`src/rtl/pte_cls_pkg.sv`:
```
// Shared event encoding for the page-table entry change classifier.
package pte_cls_pkg;
    typedef enum logic [1:0] {
        EVT_IGNORE   = 2'd0,
        EVT_SWAP_IN  = 2'd1,
        EVT_SWAP_OUT = 2'd2,
        EVT_REMAP    = 2'd3
    } pte_evt_e;
endpackage

```
`src/rtl/pte_field_extract.sv`:
```
// Pulls the present flag and the frame number out of one entry.
// Assumes PRESENT_BIT and FRAME_LO..FRAME_HI lie inside ENTRY_W.
module pte_field_extract #(
    parameter int ENTRY_W     = 64,
    parameter int PRESENT_BIT = 0,
    parameter int FRAME_LO    = 12,
    parameter int FRAME_HI    = 51,
    localparam int FRAME_W    = FRAME_HI - FRAME_LO + 1
) (
    input  logic [ENTRY_W-1:0] entry,
    output logic               present,
    output logic [FRAME_W-1:0] frame
);
    // Other flag bits do not enter the decision on purpose.
    logic unused_bits;
    assign unused_bits = ^entry;

    // Field selection.
    always_comb begin
        present = entry[PRESENT_BIT];
        frame   = entry[FRAME_HI:FRAME_LO];
    end
endmodule

```
`src/rtl/pte_event_decode.sv`:
```
// Classifies one store from the present flags and frames of both values.
// It reports only the frames that the chosen event needs and zeroes the rest.
module pte_event_decode
    import pte_cls_pkg::*;
#(
    parameter int FRAME_W = 40
) (
    input  logic               old_present,
    input  logic               new_present,
    input  logic [FRAME_W-1:0] old_frame,
    input  logic [FRAME_W-1:0] new_frame,
    output pte_evt_e           evt,
    output logic [FRAME_W-1:0] rep_old_frame,
    output logic [FRAME_W-1:0] rep_new_frame
);
    // Present-flag transition plus frame compare selects the event.
    always_comb begin
        evt           = EVT_IGNORE;
        rep_old_frame = '0;
        rep_new_frame = '0;
        unique case ({old_present, new_present})
            2'b01: begin
                evt           = EVT_SWAP_IN;
                rep_new_frame = new_frame;
            end
            2'b10: begin
                evt           = EVT_SWAP_OUT;
                rep_old_frame = old_frame;
            end
            2'b11: begin
                if (old_frame != new_frame) begin
                    evt           = EVT_REMAP;
                    rep_old_frame = old_frame;
                    rep_new_frame = new_frame;
                end
            end
            default: evt = EVT_IGNORE;
        endcase
    end
endmodule

```
`src/rtl/pte_out_stage.sv`:
```
// Single result register with valid/ready. While a result is held and not
// taken, it stalls the producer. It assumes the producer keeps its data
// steady while it is stalled.
module pte_out_stage #(
    parameter int DATA_W = 8
) (
    input  logic              clk,
    input  logic              rst_n,
    input  logic              in_valid,
    output logic              in_ready,
    input  logic [DATA_W-1:0] in_data,
    output logic              out_valid,
    input  logic              out_ready,
    output logic [DATA_W-1:0] out_data
);
    logic load;

    // Accept when empty or when the held result leaves this cycle.
    assign in_ready = !out_valid || out_ready;
    assign load     = in_valid && in_ready;

    // Valid flag: set on load, cleared when taken with nothing new.
    always_ff @(posedge clk) begin
        if (!rst_n)         out_valid <= 1'b0;
        else if (load)      out_valid <= 1'b1;
        else if (out_ready) out_valid <= 1'b0;
    end

    // Payload register: captured only on load.
    always_ff @(posedge clk) begin
        if (!rst_n)    out_data <= '0;
        else if (load) out_data <= in_data;
    end
endmodule

```
`src/rtl/pte_change_classifier.sv`:
```
// Top level: splits old and new entries into fields, classifies the store
// and registers the event with frames and level tag. It assumes the
// entries come from long-mode tables that map 4 KiB pages.
module pte_change_classifier
    import pte_cls_pkg::*;
#(
    parameter int ENTRY_W     = 64,
    parameter int PRESENT_BIT = 0,
    parameter int FRAME_LO    = 12,
    parameter int FRAME_HI    = 51,
    parameter int LEVEL_W     = 2,
    localparam int FRAME_W    = FRAME_HI - FRAME_LO + 1,
    localparam int PAY_W      = 2 + 2 * FRAME_W + LEVEL_W
) (
    input  logic               clk,
    input  logic               rst_n,
    input  logic               in_valid,
    output logic               in_ready,
    input  logic [ENTRY_W-1:0] in_old,
    input  logic [ENTRY_W-1:0] in_new,
    input  logic [LEVEL_W-1:0] in_level,
    output logic               out_valid,
    input  logic               out_ready,
    output logic [1:0]         out_evt,
    output logic [FRAME_W-1:0] out_old_frame,
    output logic [FRAME_W-1:0] out_new_frame,
    output logic [LEVEL_W-1:0] out_level
);
    logic [ENTRY_W-1:0] entries  [2];
    logic               presents [2];
    logic [FRAME_W-1:0] frames   [2];
    pte_evt_e           evt;
    logic [FRAME_W-1:0] rep_old, rep_new;
    logic [PAY_W-1:0]   pay_in, pay_out;

    assign entries[0] = in_old;
    assign entries[1] = in_new;

    // One field extractor per entry value (0 = old, 1 = new).
    for (genvar i = 0; i < 2; i++) begin : g_ext
        pte_field_extract #(
            .ENTRY_W(ENTRY_W), .PRESENT_BIT(PRESENT_BIT),
            .FRAME_LO(FRAME_LO), .FRAME_HI(FRAME_HI)
        ) u_ext (
            .entry(entries[i]), .present(presents[i]), .frame(frames[i])
        );
    end

    pte_event_decode #(.FRAME_W(FRAME_W)) u_dec (
        .old_present(presents[0]), .new_present(presents[1]),
        .old_frame(frames[0]), .new_frame(frames[1]),
        .evt(evt), .rep_old_frame(rep_old), .rep_new_frame(rep_new)
    );

    // Pack the result for the output register.
    assign pay_in = {evt, rep_old, rep_new, in_level};

    pte_out_stage #(.DATA_W(PAY_W)) u_out (
        .clk(clk), .rst_n(rst_n),
        .in_valid(in_valid), .in_ready(in_ready), .in_data(pay_in),
        .out_valid(out_valid), .out_ready(out_ready), .out_data(pay_out)
    );

    // Unpack the registered result onto the ports.
    assign {out_evt, out_old_frame, out_new_frame, out_level} = pay_out;
endmodule

```
`config.mk`:
```
export PLATFORM = sky130hd
export DESIGN_NAME = pte_change_classifier
export DESIGN_NICKNAME = d
export VERILOG_FILES = /design/src/rtl/pte_cls_pkg.sv /design/src/rtl/pte_field_extract.sv /design/src/rtl/pte_event_decode.sv /design/src/rtl/pte_out_stage.sv /design/src/rtl/pte_change_classifier.sv
export SDC_FILE = /design/constraint.sdc
export NUM_CORES = 1
export LEC_CHECK = 0
export CAP_MARGIN = 20
export CORE_AREA = 2 2 92 94
export CTS_CLUSTER_DIAMETER = 30
export DETAILED_ROUTE_END_ITERATION = 16
export DIE_AREA = 0 0 94 96
export DONT_BUFFER_PORTS = 1
export HOLD_SLACK_MARGIN = 0.05
export PLACE_DENSITY = 0.8
export SYNTH_ARGS = -nofsm -noshare
export SYNTH_HDL_FRONTEND = slang
export SYNTH_HIERARCHICAL = 1
export SYNTH_SLANG_ARGS = --single-unit
```
`constraint.sdc`:
```
create_clock -name clk -period 5.1 [get_ports clk]
set_input_delay 1.02 -clock clk [delete_from_list [all_inputs] [get_ports clk]]
set_output_delay 1.02 -clock clk [all_outputs]
set_load 0.005 [all_outputs]
```
==> impl_metrics.yaml, run 1 <==
routing:
  drc_errors: 0
  drtAntennaViolNets: 0
  drt_iter0_markers: 189
  vias: 3763
  first_pass_iters: 5
  wl_per_cell_um: 18.21
  viasPerCell: 5.510
  wl_um: 12440
final_layout:
  area_delta_synth_final_pct: -9.403
  n_fill_cell: 735
  antenna_cells: 0
  drive_gt1_share_pct: 3.806
  ff_latch_area_mm2: 0.001702
  multi_input_area_mm2: 0.002582
  nets: 707
  final_cells: 683
floorplanning:
  die_h_um: 96
  die_w_um: 94
  num_rows: 33
  start_util_pct: 63.79
  ios: 220
  coreArea_mm2: 0.008051
  die_area_mm2: 0.009024
flow_run:
  maxCapViolations: 0
power:
  leakage_nw: 2.103
  ir_drop_mv: 0.1608
  p_int_w: 0.001014
  combPwrFrac_pct: 10.2
  p_seq_share_pct: 52.5
  p_sw_w: 0.0003486
  swShare_pct: 25.58
  power_density_mw_per_mm2: 292.9
  pwr-share-clk_pct: 37.2
critical_path:
  critPathMaxFanout: 41
  cp.depth: 8
  path_class: "in -> reg"
  crit_path_end_kind: "flop"
  r2r_start: "u_out/out_valid"
  slowest_delay_ns: 0.51
  path_delay_family: "simple AND/OR/NAND/NOR gates"
  endpoint: "u_out/out_data[50]"
  reg2reg_slack_ns: 2.90
  required_ns: 5.30
  cp_data_arrival_time_ns: 2.95
  path_cells: "xor2_1 -> nor4_1 -> nand4_1 -> nor3_4 -> buf_4 -> nor2_1 -> nand2_1 -> mux2i_1"
  crit_path_start_kind: "primary input"
  reg2reg_depth: 4
  regToRegEndpoint: "u_out/out_data[60]"
  crit_buf_inv: 1
  critPathSlowestCell: "nor4_1"
  critPathLaunch: "in_new[29]"
cts:
  cts.sinks: 85
  cts_buffer_depth: 2
  path_clk_slew_ns: 0.08
  cts.hold.buffers_added: 0
  root_buffer: "clkbuf_8"
  clock_latency_ns: 0.36
  cts_resized: 0
  cts_tree: "built"
  cts_setup_buffers: 0
  cts.htree.levels: 3
  cts_buffers: 9
timing:
  min_period_ns: 2.751
  fin_crit_sh_pct: 53.95
  setup_viol: 0
  tightestPinTransition_ns: 0.9967
  maxSlewViolCount: 0
  fin_setup_tns_ns: 0
  fin_skew_ns: 0.01120
  slew_headroom_pct: 33.55
  hold_violations: 0
  fmaxAchievable_ghz: 0.3635
  rsz0062_at_grt: "false"
logic_synthesis:
  syn_nets: 822
  yosys_warnings: 6
  postSynthAreaPerCell_um2: 7.465
  synth_flop_cell: "dfxtp_1"
  syn-instance-count: 688
  yosysUniqueCellTypes: 19
  synth_edf_count: 0
  async_flop_share_pct: 0
  ys_top_cells_by_area: "dfxtp_1 33%, nand2_1 18%, mux2i_1 16%"
  synth_most_common_cell: "nand2_1"
  yosys.area.top_type: "dfxtp_1"
  yosysSeqAreaShare_pct: 33.13
  ys_ff_latch: 85
  synth_top_area_share_pct: 33.13
  synth_commonest_cells: "248 x nand2_1, 85 x dfxtp_1, 84 x mux2i_1, 82 x buf_4, 80 x nor2_1"
  synth.cell_area_mm2: 0.005136
placement:
  io_buffers: 0
  dp.cells: 667
  dpl.hpwl_um: 8893
  gp_congestion: 0.9795
grt:
  grt_pass1_wl_um: 17820
  antenna_found_initial: 0
  grt_max_degree: 170
  track_usage_pct: 26.20
  grt_pass1_vias: 3661
  grt-ovfl-total: 0
run_status:
  status: "finished clean"
min_path:
  min_path_type: "reg -> reg"
==> area by class of cell <==
type	count	share of cell area, %
Multi-Input combinational cell	473	55.50
Sequential cell	85	36.57
Clock buffer	12	3.334
Tap cell	105	2.823
Clock inverter	4	1.210
Timing Repair Buffer	3	0.4840
Inverter	1	0.08067
==> metrics by stage <==
stage	utilization (%)	hold slack, ns	total power [W]	cell area [µm²]	setup slack, ns
global route	57.79	0.5036	0.001419	4653	2.341
detailed placement	55.17	0.4672	0.0008696	4442	2.101
CTS	57.79	0.4827	0.001370	4653	2.472
global placement	55.17	0.4608	0.0008627	4442	2.087
finish	57.79	0.4798	0.001363	4653	2.349
floorplan	-	0.4511	0.0009263	5136	2.618
==> cells in the final DEF, fill, tap and decap left out, drive strengths merged, types with 2 or more instances in the layout <==
master,Yosys,routed
buf,103,3
xor2,40,40
nor4,10,10
clkbuf,26,12
nand4,2,2
nand3,2,2
nor2,80,80
nor2b,2,2
mux2i,84,84
clkinv,0,3
nor3,2,2
nand2,248,248
dfxtp,85,85
==> logic make-up (layout without fill, tap and decap cells) <==
logic type      Yosys count  count (layout)  synth area share [%]
compound gates            1               1                0.1462
xor+xnor                 40              40                 6.821
buf+inv                 130              20                 16.88
flops                    85              85                 33.13
mux                      84              84                 16.37
simple gates            348             348                 26.65
==> routing by layer <==
layer,part of all wire (%),GRT usage (%),vias up
li1,-,-,1834
met1,37,26.48,1705
met2,49,47.62,194
met3,11,11.28,30
met4,2.8,10.39,0
met5,0,0,-
==> flip-flops by register name, indices dropped and copies added, names as in the netlist <==
signal           cells
u_out/out_data      84
u_out/out_valid      1
==> worst min path at each step <==
| stage | start | end | depth (start not counted) |
|---|---|---|---|
| after global routing | u_out/out_data[18] | u_out/out_data[18] | 2 |
| after floorplan | u_out/out_data[0] | u_out/out_data[0] | 2 |
| after CTS | u_out/out_data[18] | u_out/out_data[18] | 2 |
| after detailed placement | u_out/out_data[42] | u_out/out_data[42] | 2 |
| after global placement | u_out/out_data[36] | u_out/out_data[36] | 2 |
| final | u_out/out_data[12] | u_out/out_data[12] | 2 |
==> power by group through the flow <==
stage	combinational (W)	sequential (W)	clock, W
final	0.000140	0.000716	0.000508
after global routing	0.000153	0.000720	0.000546
after CTS	0.000138	0.000716	0.000515
after detailed placement	0.000138	0.000732	0
after global placement	0.000132	0.000731	0
after floorplan	0.000202	0.000724	0
==> tightest hold or removal path: stages (launching register included) <==
cell     delay [ns]
dfxtp_1        0.33
nand2_1        0.06
mux2i_1        0.05
(Power assumes the default switching activity.)
==> run 2, diff against run 1 <==
--- a/config.mk
+++ b/config.mk
@@ -6,13 +6,13 @@
 export NUM_CORES = 1
 export LEC_CHECK = 0
 export CAP_MARGIN = 20
-export CORE_AREA = 2 2 92 94
+export CORE_AREA = 2 2 98 100
 export CTS_CLUSTER_DIAMETER = 30
 export DETAILED_ROUTE_END_ITERATION = 16
-export DIE_AREA = 0 0 94 96
+export DIE_AREA = 0 0 100 102
 export DONT_BUFFER_PORTS = 1
 export HOLD_SLACK_MARGIN = 0.05
-export PLACE_DENSITY = 0.8
+export PLACE_DENSITY = 0.75
 export SYNTH_ARGS = -nofsm -noshare
 export SYNTH_HDL_FRONTEND = slang
 export SYNTH_HIERARCHICAL = 1
==> constraint.sdc (replaced) <==
create_clock -name clk -period 2.39 [get_ports clk]
set_input_delay 0.478 -clock clk [delete_from_list [all_inputs] [get_ports clk]]
set_output_delay 0.478 -clock clk [all_outputs]
set_load 0.005 [all_outputs]
==> impl_metrics.yaml, run 2 (synthesis gave the netlist of run 1 again) <==
cts:
  cts_tree: "built"
  clock_latency_ns: 0.35
  cts.sinks: 85
  cts_resized: 0
  cts.hold.buffers_added: 0
  path_clk_slew_ns: 0.09
  root_buffer: "clkbuf_8"
  cts.htree.levels: 3
  cts_buffer_depth: 2
  cts_setup_buffers: 0
  cts_buffers: 9
power:
  leakage_nw: 2.135
  power_density_mw_per_mm2: 620.3
  totalPowerFinal_w: 0.002941
  ir_drop_mv: 0.3048
grt:
  grt_pass1_wl_um: 19040
  grt_pass1_vias: 3800
  grt_max_degree: 170
  track_usage_pct: 24.25
  grt-ovfl-total: 0
  antenna_found_initial: 0
final_layout:
  drive_gt1_share_pct: 4.475
  area_delta_synth_final_pct: -7.674
  top_register: "u_out/out_data"
  nets: 710
  largest_reg_flops: 84
  layout_common_cells: "248 x nand2_1, 85 x dfxtp_1, 84 x mux2i_1, 80 x nor2_1, 40 x xor2_1"
  antenna_cells: 0
  final_cells: 692
  top_regs: "u_out/out_data: 84 flops, u_out/out_valid: 1 flops"
  fin_area_mm2: 0.004742
  final_common_cell: "nand2_1"
timing:
  fin_setup_tns_ns: 0
  fin_crit_sh_pct: 84.66
  min_period_ns: 2.023
  fin_skew_ns: 0.004957
  slew_headroom_pct: 67.16
  setup_viol: 0
  hold_ws_ns: 0.2615
  fmaxAchievable_ghz: 0.4942
  maxSlewViolCount: 0
  tightestPinTransition_ns: 0.4881
  hold_violations: 0
  rsz0062_at_grt: "false"
min_path:
  min_path_type: "in -> reg"
run_status:
  status: "finished clean"
floorplanning:
  num_rows: 35
  coreArea_mm2: 0.009109
  die_w_um: 100
  ios: 220
  die_area_mm2: 0.01020
  start_util_pct: 56.39
  die_h_um: 102
critical_path:
  cp_data_arrival_time_ns: 2.25
  path_class: "in -> reg"
  critPathMaxFanout: 41
  required_ns: 2.62
  crit_path_start_kind: "primary input"
  crit_path_end_kind: "flop"
routing:
  drtAntennaViolNets: 0
  wl_um: 12480
  drc_errors: 0
  viasPerCell: 5.397
  wl_per_cell_um: 18.03
  drt_iter0_markers: 157
  vias: 3735
  first_pass_iters: 5
placement:
  dpl.hpwl_um: 9098
  placed_cell_area_mm2: 0.004522
  gp_congestion: 0.8777
  dp.cells: 676
  io_buffers: 0
flow_run:
  maxCapViolations: 0
## run 2: layer usage
layer	wire length, µm	up-vias	part of all wire (%)	global-route usage, %
li1	-	1845	-	-
met1	4721	1695	38	26.38
met2	6173	178	49	43.30
met3	1359	17	11	8.687
met4	223	0	1.8	9.589
met5	0	-	0	0
## run 2: path summary, 6_finish.rpt
kind	startpoint	to	slack [ns]	depth (start not counted)
max	in_new[29]	u_out/out_data[52]	0.37	9
min	in_valid	u_out/out_valid	0.26	2
max reg2reg	u_out/out_valid	u_out/out_data[57]	1.10	4
min reg2reg	u_out/out_data[61]	u_out/out_data[61]	0.48	2
## run 2: cell type report
cell class              count  area, µm²
clock inverters             4      55.05
clock buffers              12      165.2
fillers                   880       4367
multi-input cells         473       2582
well taps                 111      138.9
repair buffers              6      95.09
flip-flops and latches     85       1702
inverters                   1      3.754
## run 2: worst max-delay path, cell delays in order
cell and delay (ns):
xor2_1 0.14, nor4_1 0.47, buf_4 0.19, nand4_1 0.20
nor3_4 0.29, buf_12 0.23, nor2_1 0.08, nand2_1 0.07
mux2i_1 0.07
## run 2: metrics by stage
stage	utilization [%]	setup WS, ns
after floorplan	-	0.4498
after global placement	49.64	0.04976
after detailed placement	49.64	0.04106
after CTS	52.06	0.4266
after global routing	52.06	0.3208
final	52.06	0.3666
## run 2: where the power goes
part | switching, W | internal [W]
clock | 0.000537 | 0.000573
combinational | 0.000158 | 0.000145
sequential | 0.0000502 | 0.00148
total | 0.000745 | 0.00220
